[src/rtl/tpf_pkg.sv]
package tpf_pkg;

  typedef enum logic [1:0] {
    ACT_FWD   = 2'd0,
    ACT_TRACE = 2'd1,
    ACT_DROP  = 2'd2
  } act_e;

  localparam logic [1:0] CFG_VALUE = 2'd0;
  localparam logic [1:0] CFG_MASK  = 2'd1;
  localparam logic [1:0] CFG_CTRL  = 2'd2;

  // Bits that the mask cares about must agree; words up to 64 bits.
  function automatic logic masked_equal(logic [63:0] pkt, logic [63:0] val,
                                        logic [63:0] care);
    return ((pkt ^ val) & care) == 64'd0;
  endfunction

  function automatic act_e pick_action(logic any_hit, logic drop_mode);
    if (!any_hit)  return ACT_FWD;
    if (drop_mode) return ACT_DROP;
    return ACT_TRACE;
  endfunction

endpackage

[src/rtl/tpf_pos_track.sv]
module tpf_pos_track #(
  parameter int WORDS = 5,
  localparam int PIW = $clog2(WORDS + 1)
) (
  input  logic           clk,
  input  logic           rst_n,
  input  logic           in_valid,
  input  logic           in_sop,
  input  logic           in_eop,
  output logic [PIW-1:0] eff_pos,
  output logic           in_window,
  output logic           trigger
);
  localparam logic [PIW-1:0] LIM  = PIW'(WORDS);
  localparam logic [PIW-1:0] LAST = PIW'(WORDS - 1);

  logic [PIW-1:0] pos_q;
  logic           done_q;
  logic           eff_done;

  // A start marker restarts the window regardless of leftover state.
  assign eff_pos   = in_sop ? '0 : pos_q;
  assign eff_done  = in_sop ? 1'b0 : done_q;
  assign in_window = eff_pos < LIM;
  assign trigger   = in_valid && in_window && !eff_done &&
                     ((eff_pos == LAST) || in_eop);

  always_ff @(posedge clk) begin
    if (!rst_n) begin
      pos_q  <= '0;
      done_q <= 1'b0;
    end else if (in_valid) begin
      pos_q  <= in_window ? eff_pos + 1'b1 : eff_pos;
      done_q <= eff_done | trigger;
    end
  end

  p_no_repeat_r9: assert property (@(posedge clk) disable iff (!rst_n)
    (trigger && !in_eop) |=> !(in_valid && !in_sop && trigger));

endmodule

[src/rtl/tpf_entry_bank.sv]
module tpf_entry_bank
  import tpf_pkg::*;
#(
  parameter int N = 4,
  parameter int W = 32,
  parameter int WORDS = 5,
  localparam int PIW = $clog2(WORDS + 1),
  localparam int EIW = (N > 1) ? $clog2(N) : 1,
  localparam int WIW = (WORDS > 1) ? $clog2(WORDS) : 1
) (
  input  logic           clk,
  input  logic           rst_n,
  input  logic           cfg_we,
  input  logic [1:0]     cfg_kind,
  input  logic [EIW-1:0] cfg_entry,
  input  logic [WIW-1:0] cfg_word,
  input  logic [W-1:0]   cfg_wdata,
  input  logic [W-1:0]   in_data,
  input  logic [PIW-1:0] eff_pos,
  input  logic           in_window,
  output logic [N-1:0]   word_hit
);
  logic word_ok;
  logic [PIW-1:0] sel;

  assign word_ok = int'(cfg_word) < WORDS;
  assign sel     = in_window ? eff_pos : '0;

  for (genvar e = 0; e < N; e++) begin : g_entry
    logic [W-1:0] val_q  [WORDS];
    logic [W-1:0] mask_q [WORDS];
    logic         sel_me;

    assign sel_me = cfg_we && word_ok && (int'(cfg_entry) == e);

    for (genvar k = 0; k < WORDS; k++) begin : g_word
      always_ff @(posedge clk) begin
        if (!rst_n) begin
          val_q[k]  <= '0;
          mask_q[k] <= '0;
        end else if (sel_me && int'(cfg_word) == k) begin
          if (cfg_kind == CFG_VALUE) val_q[k]  <= cfg_wdata;
          if (cfg_kind == CFG_MASK)  mask_q[k] <= cfg_wdata;
        end
      end
    end

    assign word_hit[e] = masked_equal(64'(in_data), 64'(val_q[sel]),
                                      64'(mask_q[sel]));
  end

endmodule

[src/rtl/tpf_decide.sv]
module tpf_decide
  import tpf_pkg::*;
#(
  parameter int N = 4,
  parameter int PW = 4,
  parameter int WORDS = 5,
  localparam int PIW = $clog2(WORDS + 1)
) (
  input  logic           clk,
  input  logic           rst_n,
  input  logic           in_valid,
  input  logic           in_window,
  input  logic [PIW-1:0] eff_pos,
  input  logic           trigger,
  input  logic [N-1:0]   word_hit,
  input  logic           ctrl_en,
  input  logic           ctrl_drop,
  input  logic [N-1:0]   ent_en,
  input  logic [PW-1:0]  tport,
  output logic           dec_valid,
  output logic [1:0]     dec_code,
  output logic [PW-1:0]  dec_port,
  output logic           any_hit
);
  logic [N-1:0] acc_q;
  logic [N-1:0] acc_next;
  act_e         act;

  // Running per-entry agreement over the window words seen so far.
  assign acc_next = ((eff_pos == '0) ? {N{1'b1}} : acc_q) & word_hit;
  assign any_hit  = ctrl_en && |(acc_next & ent_en);
  assign act      = pick_action(any_hit, ctrl_drop);

  always_ff @(posedge clk) begin
    if (!rst_n) begin
      acc_q     <= '0;
      dec_valid <= 1'b0;
      dec_code  <= ACT_FWD;
      dec_port  <= '0;
    end else begin
      if (in_valid && in_window) acc_q <= acc_next;
      dec_valid <= trigger;
      if (trigger) begin
        dec_code <= act;
        dec_port <= (act == ACT_TRACE) ? tport : '0;
      end
    end
  end

  p_code_legal_r7: assert property (@(posedge clk) disable iff (!rst_n)
    dec_valid |-> dec_code != 2'b11);

  p_port_zero_r5: assert property (@(posedge clk) disable iff (!rst_n)
    (dec_valid && dec_code != ACT_TRACE) |-> dec_port == '0);

  p_hit_code_r6: assert property (@(posedge clk) disable iff (!rst_n)
    (trigger && !any_hit) |=> dec_code == ACT_FWD);

endmodule

[src/rtl/tpf_trace_filter.sv]
module tpf_trace_filter
  import tpf_pkg::*;
#(
  parameter int WIN_BITS = 160,
  parameter int W = 32,
  parameter int N = 4,
  parameter int PW = 4,
  localparam int WORDS = WIN_BITS / W,
  localparam int PIW = $clog2(WORDS + 1),
  localparam int EIW = (N > 1) ? $clog2(N) : 1,
  localparam int WIW = (WORDS > 1) ? $clog2(WORDS) : 1
) (
  input  logic           clk,
  input  logic           rst_n,
  input  logic           in_valid,
  input  logic           in_sop,
  input  logic           in_eop,
  input  logic [W-1:0]   in_data,
  input  logic           cfg_we,
  input  logic [1:0]     cfg_kind,
  input  logic [EIW-1:0] cfg_entry,
  input  logic [WIW-1:0] cfg_word,
  input  logic [W-1:0]   cfg_wdata,
  output logic           dec_valid,
  output logic [1:0]     dec_code,
  output logic [PW-1:0]  dec_port
);
  logic           ctrl_en_q;
  logic           ctrl_drop_q;
  logic [N-1:0]   ent_en_q;
  logic [PW-1:0]  tport_q;
  logic [PIW-1:0] eff_pos;
  logic           in_window;
  logic           trigger;
  logic [N-1:0]   word_hit;
  logic           any_hit;

  always_ff @(posedge clk) begin
    if (!rst_n) begin
      ctrl_en_q   <= 1'b0;
      ctrl_drop_q <= 1'b0;
      ent_en_q    <= '0;
      tport_q     <= '0;
    end else if (cfg_we && cfg_kind == CFG_CTRL) begin
      ctrl_en_q   <= cfg_wdata[0];
      ctrl_drop_q <= cfg_wdata[1];
      ent_en_q    <= cfg_wdata[N+3:4];
      tport_q     <= cfg_wdata[PW+15:16];
    end
  end

  tpf_pos_track #(.WORDS(WORDS)) u_pos (
    .clk(clk), .rst_n(rst_n), .in_valid(in_valid), .in_sop(in_sop),
    .in_eop(in_eop), .eff_pos(eff_pos), .in_window(in_window),
    .trigger(trigger)
  );

  tpf_entry_bank #(.N(N), .W(W), .WORDS(WORDS)) u_bank (
    .clk(clk), .rst_n(rst_n), .cfg_we(cfg_we), .cfg_kind(cfg_kind),
    .cfg_entry(cfg_entry), .cfg_word(cfg_word), .cfg_wdata(cfg_wdata),
    .in_data(in_data), .eff_pos(eff_pos), .in_window(in_window),
    .word_hit(word_hit)
  );

  tpf_decide #(.N(N), .PW(PW), .WORDS(WORDS)) u_dec (
    .clk(clk), .rst_n(rst_n), .in_valid(in_valid), .in_window(in_window),
    .eff_pos(eff_pos), .trigger(trigger), .word_hit(word_hit),
    .ctrl_en(ctrl_en_q), .ctrl_drop(ctrl_drop_q), .ent_en(ent_en_q),
    .tport(tport_q), .dec_valid(dec_valid), .dec_code(dec_code),
    .dec_port(dec_port), .any_hit(any_hit)
  );

  p_dec_after_word_r9: assert property (@(posedge clk) disable iff (!rst_n)
    dec_valid |-> $past(in_valid));

  p_late_quiet_r2: assert property (@(posedge clk) disable iff (!rst_n)
    (in_valid && !in_sop && !in_window) |=> !dec_valid);

  p_off_fwd_r7: assert property (@(posedge clk) disable iff (!rst_n)
    (dec_valid && !$past(ctrl_en_q)) |-> dec_code == ACT_FWD);

  p_no_entry_fwd_r4: assert property (@(posedge clk) disable iff (!rst_n)
    (dec_valid && $past(ent_en_q) == '0) |-> dec_code == ACT_FWD);

endmodule

[config.mk]
export PLATFORM = sky130hd
export DESIGN_NAME = tpf_trace_filter
export DESIGN_NICKNAME = d
export VERILOG_FILES = /design/src/rtl/tpf_pkg.sv /design/src/rtl/tpf_pos_track.sv /design/src/rtl/tpf_entry_bank.sv /design/src/rtl/tpf_decide.sv /design/src/rtl/tpf_trace_filter.sv
export SDC_FILE = /design/constraint.sdc
export NUM_CORES = 2
export LEC_CHECK = 0
export ABC_AREA = 1
export BUFFER_PORTS_ARGS = -buffer_cell sky130_fd_sc_hd__buf_2
export CORE_ASPECT_RATIO = 1.25
export CORE_MARGIN = 1.5
export CORE_UTILIZATION = 30
export CTS_BUF_LIST = sky130_fd_sc_hd__clkbuf_8
export CTS_CLUSTER_DIAMETER = 50
export DETAILED_ROUTE_END_ITERATION = 16
export GPL_ROUTABILITY_DRIVEN = 0
export PLACE_DENSITY_LB_ADDON = 0.25
export SYNTH_ARGS = -nofsm -noshare
export SYNTH_HDL_FRONTEND = slang
export SYNTH_HIERARCHICAL = 1
export SYNTH_SLANG_ARGS = --single-unit
[constraint.sdc]
create_clock -name clk -period 5.2 [get_ports clk]
set_clock_uncertainty 0.1 [all_clocks]
set_input_delay 0.52 -clock clk [delete_from_list [all_inputs] [get_ports clk]]
set_output_delay 0.52 -clock clk [all_outputs]
set_load 0.005 [all_outputs]
-- Word level (Yosys, flattened, before mapping)
Memory sizes are Yosys's and may differ from the RTL's.
Index checks and enable logic that the tools add are counted.
- output and inout bits: 7
- memories: 8
- word-level logic and storage cells: 299
- bits in writable memories: 1280
- register bits: 25
- bitwise operators: 51
- $lt $le $gt $ge: 2
- reductions and logical operators: 41
- equality and inequality tests: 11
- mux-type cells: 175
- $add $sub $neg: 1
- memories (memory ; words ; bits a word ; read ports ; clocked after Yosys merged registers in ; wr ports ; line ; RTL):
    u_bank.g_entry[0].mask_q ; 5 ; 32 ; 1 ; 0 ; 5 ; tpf_entry_bank.sv:31 ; logic [W-1:0] mask_q [WORDS];
    u_bank.g_entry[0].val_q ; 5 ; 32 ; 1 ; 0 ; 5 ; tpf_entry_bank.sv:30 ; logic [W-1:0] val_q [WORDS];
    u_bank.g_entry[1].mask_q ; 5 ; 32 ; 1 ; 0 ; 5 ; tpf_entry_bank.sv:31 ;
    u_bank.g_entry[1].val_q ; 5 ; 32 ; 1 ; 0 ; 5 ; tpf_entry_bank.sv:30 ;
    u_bank.g_entry[2].mask_q ; 5 ; 32 ; 1 ; 0 ; 5 ; tpf_entry_bank.sv:31 ;
    u_bank.g_entry[2].val_q ; 5 ; 32 ; 1 ; 0 ; 5 ; tpf_entry_bank.sv:30 ;
    2 more memories ; - ; - ; - ; - ; - ; - ;
- operators by type and width (operator ; number):
    $mux W32 ; 40
    $and A64 B32 Y64 ; 4
    $logic_not A64 Y1 ; 4
    $xor A32 B32 Y32 ; 4
    $mux W1 ; 126
    $or A1 B1 Y1 ; 41
    $logic_and A1 B1 Y1 ; 30
    $eq A3 B3 Y1 const B ; 4
    $mux W3 ; 3
    $and A4 B4 Y4 ; 2
    $mux W2 ; 4
    $mux W4 ; 2
    $eq A2 B1 Y1 const B ; 3
    $eq A2 B2 Y1 const B ; 3
    $logic_not A3 Y1 ; 2
    $lt A3 B3 Y1 const B ; 2
    $logic_not A2 Y1 ; 2
    $reduce_or A4 Y1 ; 1
    $add A3 B1 Y3 const B ; 1
    $eq A3 B2 Y1 const B ; 1
    $logic_not A1 Y1 ; 1
    $logic_or A1 B1 Y1 ; 1

-- Depth between registers and ports, before layout
An unclocked memory read counts as a cell.
- word-level depth: 17
- gate-level depth with buffers: 25
- gate-level depth less buffers: 23

-- Cells and area by module
Netlist, hierarchy kept.
- by module, submodules not included (module ; seq. area each (sq um) ; area each (sq um) ; cells each ; instances):
    tpf_entry_bank ; 38436.9 ; 58621.2 ; 6160 ; 1
    tpf_decide ; 220.2 ; 489.2 ; 64 ; 1
    tpf_trace_filter ; 200.2 ; 425.4 ; 65 ; 1
    tpf_pos_track ; 80.1 ; 266.5 ; 38 ; 1

-- Worst setup path before layout
No wires, ideal clock.
- path kind: input to register
- start point: input cfg_kind[0]
- end point: memory u_bank.g_entry[0].mask_q[0][0] (enable)
- library setup time: 0.466 ns
- arrival: 3.531 ns
- required time: 4.634 ns
- path buffers: 1
- stages: 5
- slack: 1.104 ns
- cells stage by stage: inv_1 > nor2_1 > clkbuf_1 > inv_1 > o21ai_0
- RTL lines (item ; line ; RTL):
    start: declaration ; tpf_trace_filter.sv:20 ; input logic [1:0] cfg_kind,
    end: declaration ; tpf_entry_bank.sv:31 ;

-- Worst setup path in the final report
- start point: register u_pos.pos_q[2]
- end point: register u_dec.dec_port[0]
- word-level cells in the longest chain between the ends: 14
- elaborated cells on any way between the ends: 37
- classes of those cells: 1 x order compare; 2 x eq/ne; 5 x mux; 10 x bitwise; 11 x reduce/logical; 8 x memory
- RTL lines (item ; line ; RTL):
    start: declaration ; tpf_pos_track.sv:17 ; logic [PIW-1:0] pos_q;
    start signal: assignment ; tpf_pos_track.sv:33 ; pos_q <= in_window ? eff_pos + 1'b1 : eff_pos;
    $mux W3 (*) ; tpf_pos_track.sv:22 ; assign eff_pos = in_sop ? '0 : pos_q;
    named net eff_pos[2] ; tpf_trace_filter.sv:32 ; logic [PIW-1:0] eff_pos;
    $lt A3 B3 Y1 (*) ; tpf_pos_track.sv:24 ; assign in_window = eff_pos < LIM;
    named net in_window ; tpf_trace_filter.sv:33 ; logic in_window;
    $mux W3 (*) ; tpf_entry_bank.sv:27 ; assign sel = in_window ? eff_pos : '0;
    $mem_v2 Z5 W32 ; - ;
    $xor A32 B32 Y32 ; tpf_pkg.sv:16 ; return ((pkt ^ val) & care) == 64'd0;
    $and A64 B32 Y64 (*) ; tpf_pkg.sv:16 ;
    $logic_not A64 Y1 (*) ; tpf_pkg.sv:16 ;
    named net word_hit[1] ; tpf_trace_filter.sv:35 ; logic [N-1:0] word_hit;
    $and A4 B4 Y4 (*) ; tpf_decide.sv:30 ; assign acc_next = ((eff_pos == '0) ? {N{1'b1}} : acc_q) & word_hit;
    $and A4 B4 Y4 (*) ; tpf_decide.sv:31 ; assign any_hit = ctrl_en && |(acc_next & ent_en);
    $reduce_or A4 Y1 (*) ; tpf_decide.sv:31 ;
    $logic_and A1 B1 Y1 (*) ; tpf_decide.sv:31 ;
    $mux W2 (*) ; tpf_pkg.sv:21 ; if (drop_mode) return ACT_DROP;
    $eq A2 B1 Y1 (*) ; tpf_decide.sv:45 ; dec_port <= (act == ACT_TRACE) ? tport : '0;
    $mux W4 (*) ; tpf_decide.sv:45 ;
    end signal: assignment ; tpf_decide.sv:45 ;
    end: declaration ; tpf_decide.sv:22 ; output logic [PW-1:0] dec_port,
Mark *: on every way through the listed nets, which the timed path passes. The rest lies on a longest branch.
A chain may end at the register's enable or synchronous reset.

==> results by group <==
Status
  • Run status: complete, no violations

Clocking
  • Maximum clock path buffer count: 3
  • CTS buffer count: 201
  • Post-CTS setup buffer count: 0
  • Deepest level of the CTS H-tree: 4
  • CTS sink cnt: 1305
  • # resized after CTS: 0
  • Cell at the root of the clock tree: sky130_fd_sc_hd__clkbuf_8
  • Clock tree from TritonCTS: done
  • Clock-pin slew on the worst setup and hold paths: 60 ps
  • Clock insertion delay at the later pin of the skew report: 1000 ps

Critical path
  • CP max-delay cell: sky130_fd_sc_hd__buf_4
  • Required time worst endpoint: 5990 ps
  • Signal arrival time at the worst endpoint: 5210 ps
  • Worst Setup Start Kind: flop
  • CP Class: reg2reg
  • Cell mode on critical path: sky130_fd_sc_hd__nand2_1
  • Longest individual stage delay on the worst path: 470 ps
  • Chain of cells forming the critical path: inv_2 -> nor2_4 -> nand2_8 -> nand2_4 -> inv_8 -> buf_4 -> nand2_1 -> nand2_1 -> nand3_1 -> nand2_1 -> inv_1 -> nand2_1 -> nor2_1 -> nand2_1 -> nor2_1 -> buf_4 -> nand3_1 -> nand2_1 -> inv_2 -> nand2_4 -> nand4_1 -> a21oi_1
  • Element type at the critical path end: flop
  • Max FO, Critical Path: 133

STA
  • Hold violation total from the final report: 0
  • Maximum achievable frequency: 226 MHz
  • Actual slew at the worst max-slew pin: 1320 ps
  • Unrepaired setup endpoints after global routing: false
  • Crit path time final: 4430 ps
  • Relative slew slack: 11.4%
  • Setup TNS: 0 ps
  • Setup slack of the critical path after layout: 775 ps
  • Share of the clock period used by the worst path: 85.1%
  • Total count of max-transition violations in the final report: 0
  • Number of setup violations in the final report: 0

Layout
  • Layout Utilization: 33.8%
  • Share of layout cells above drive strength 1: 9.43%
  • Area of all placed cells without fillers: 67100 um2
  • Post-layout net count: 6380
  • Layout overhead on the synthesized area: 12.2%

Floorplanning
  • Chip Height: 502 um
  • Row cnt: 183
  • Boundary Pins: 84
  • DIE AREA: 202000 um2
  • Initial cell density of the core: 30.1%
  • Floorplan die width: 402 um
  • Area of the core: 199000 um2

Global route
  • Global-route usage over all layers: 23.7%
  • Largest net degree at the start of global routing: 134
  • Total congestion overflow after global routing: 0
  • Wire length of the first global-routing pass: 342000 um
  • Vias in the first global route: 44400
  • Antenna violations before repair: 24

Synth
  • Number of instances in the synthesized netlist: 6326
  • Number of warnings issued by yosys: 6
  • Mean instance size in the synthesized netlist: 9.45 um2
  • Syn_nets: 6405
  • Mapped cell area: 59800 um2

Routing
  • DRC marker count from the first detailed-route iteration: 6145
  • Vias after detailed routing: 47800
  • Via/cell ratio: 5.28
  • Number of detailed-route iterations in the first pass: 6
  • Detailed Route WL: 244000 um
  • Remaining design rule violation count: 0
  • WL/cell: 27.0 um
  • Final antenna-violating net count: 0

Power
  • PwrDens: 340 nW/um2
  • Peak ir drop on the vdd network: 266 uV
  • Static Leak: 26.4 nW
  • Overall power after layout: 0.0228 W

Hold path
  • Worst hold path class: in2reg

Placed design
  • Post-detailed-placement half-perimeter wirelength: 146000 um
  • Cell area reported after detailed placement: 63200 um2
  • Quantity of I/O buffers inserted on ports: 83
  • Worst setup timing slack at the placement stage: 773 ps

Flow run
  • Max-capacitance violation count: 0
## layout make-up
type | count | area (um2)
fillers | 20100 | 131000
flip-flops and latches | 1305 | 38900
multi-input cells | 4355 | 18400
well taps | 2590 | 3240
clock buffers | 204 | 2810
repair buffers | 280 | 2280
clock inverters | 156 | 746
inverters | 158 | 611
diodes | 13 | 32.5
## through the flow
stage	std cells	hold WS [ps]
after global routing	9058	55.8
after detailed placement	8656	354
after global placement	8656	350
after CTS	9048	5.10
after floorplan	6326	337
final	9061	80.2
## worst max-delay path: cells and delay by family, from the launching register on
kind / cells / cell delay (ps)
buffers and inverters: 6 / 1240
AOI/OAI and AO/OA: 1 / 140
DFF: 1 / 400
and+or+nand+nor: 15 / 2080
## power by group
part | leakage, nW | switching [W] | total, W | internal, W
sequential | 12.4 | 0.000140 | 0.0122 | 0.0121
combinational | 12.0 | 0.00204 | 0.00257 | 0.000536
clock | 2.06 | 0.00428 | 0.00803 | 0.00375
total | 26.4 | 0.00645 | 0.0228 | 0.0163
## layout by cell type (no fill, tap or decap), drive strengths merged, types with 2 or more instances in the layout
master,instances
edfxtp,1280
buf,248
a21oi,17
ha,2
clkbuf,204
inv,234
nand4,28
dlygate4sd3,32
dfxtp,25
o21ai,20
nand3,1174
or2,18
nor2,1348
bufinv,2
diode,13
a211oi,4
clkinv,72
clkinvlp,6
nor3,2
nand2,1740
## path summary, 6_finish.rpt
| kind | slack [ps] | from | to | cells past startpoint |
|---|---|---|---|---|
| setup reg to reg | 770 | u_pos/pos_q[2] | u_dec/dec_port[0] | 22 |
| setup / recovery | 770 | u_pos/pos_q[2] | u_dec/dec_port[0] | 22 |
| hold reg to reg | 370 | u_dec/acc_q[0] | u_dec/acc_q[0] | 2 |
| hold / removal | 80 | cfg_entry[0] | u_bank/g_entry[1].mask_q[0][3] | 5 |
## metal layers
layer  GRT usage (%)  wire length, um  vias to the layer above  part of all wire, %
li1                -                -                    21100                    -
met1            30.0            94000                    23600                   38
met2            36.8           110000                     2597                   45
met3            5.90            24400                      564                   10
met4            13.7            15800                       34                  6.5
met5               0              204                        -                0.083
## registers in the layout, summed over array words and instances, names as in the netlist
name,flops
u_bank/g_entry.mask_q,640
u_bank/g_entry.val_q,640
ent_en_q,4
tport_q,4
u_dec/acc_q,4
u_dec/dec_port,4
u_pos/pos_q,3
u_dec/dec_code,2
ctrl_drop_q,1
ctrl_en_q,1
u_dec/dec_valid,1
u_pos/done_q,1
## repair_timing
item,CTS,global route
setup endpoints to repair,0,0
endpoints found under the hold margin,96,0
hold buffers,32,0
No activity file was read; power rests on OpenSTA's default activity.
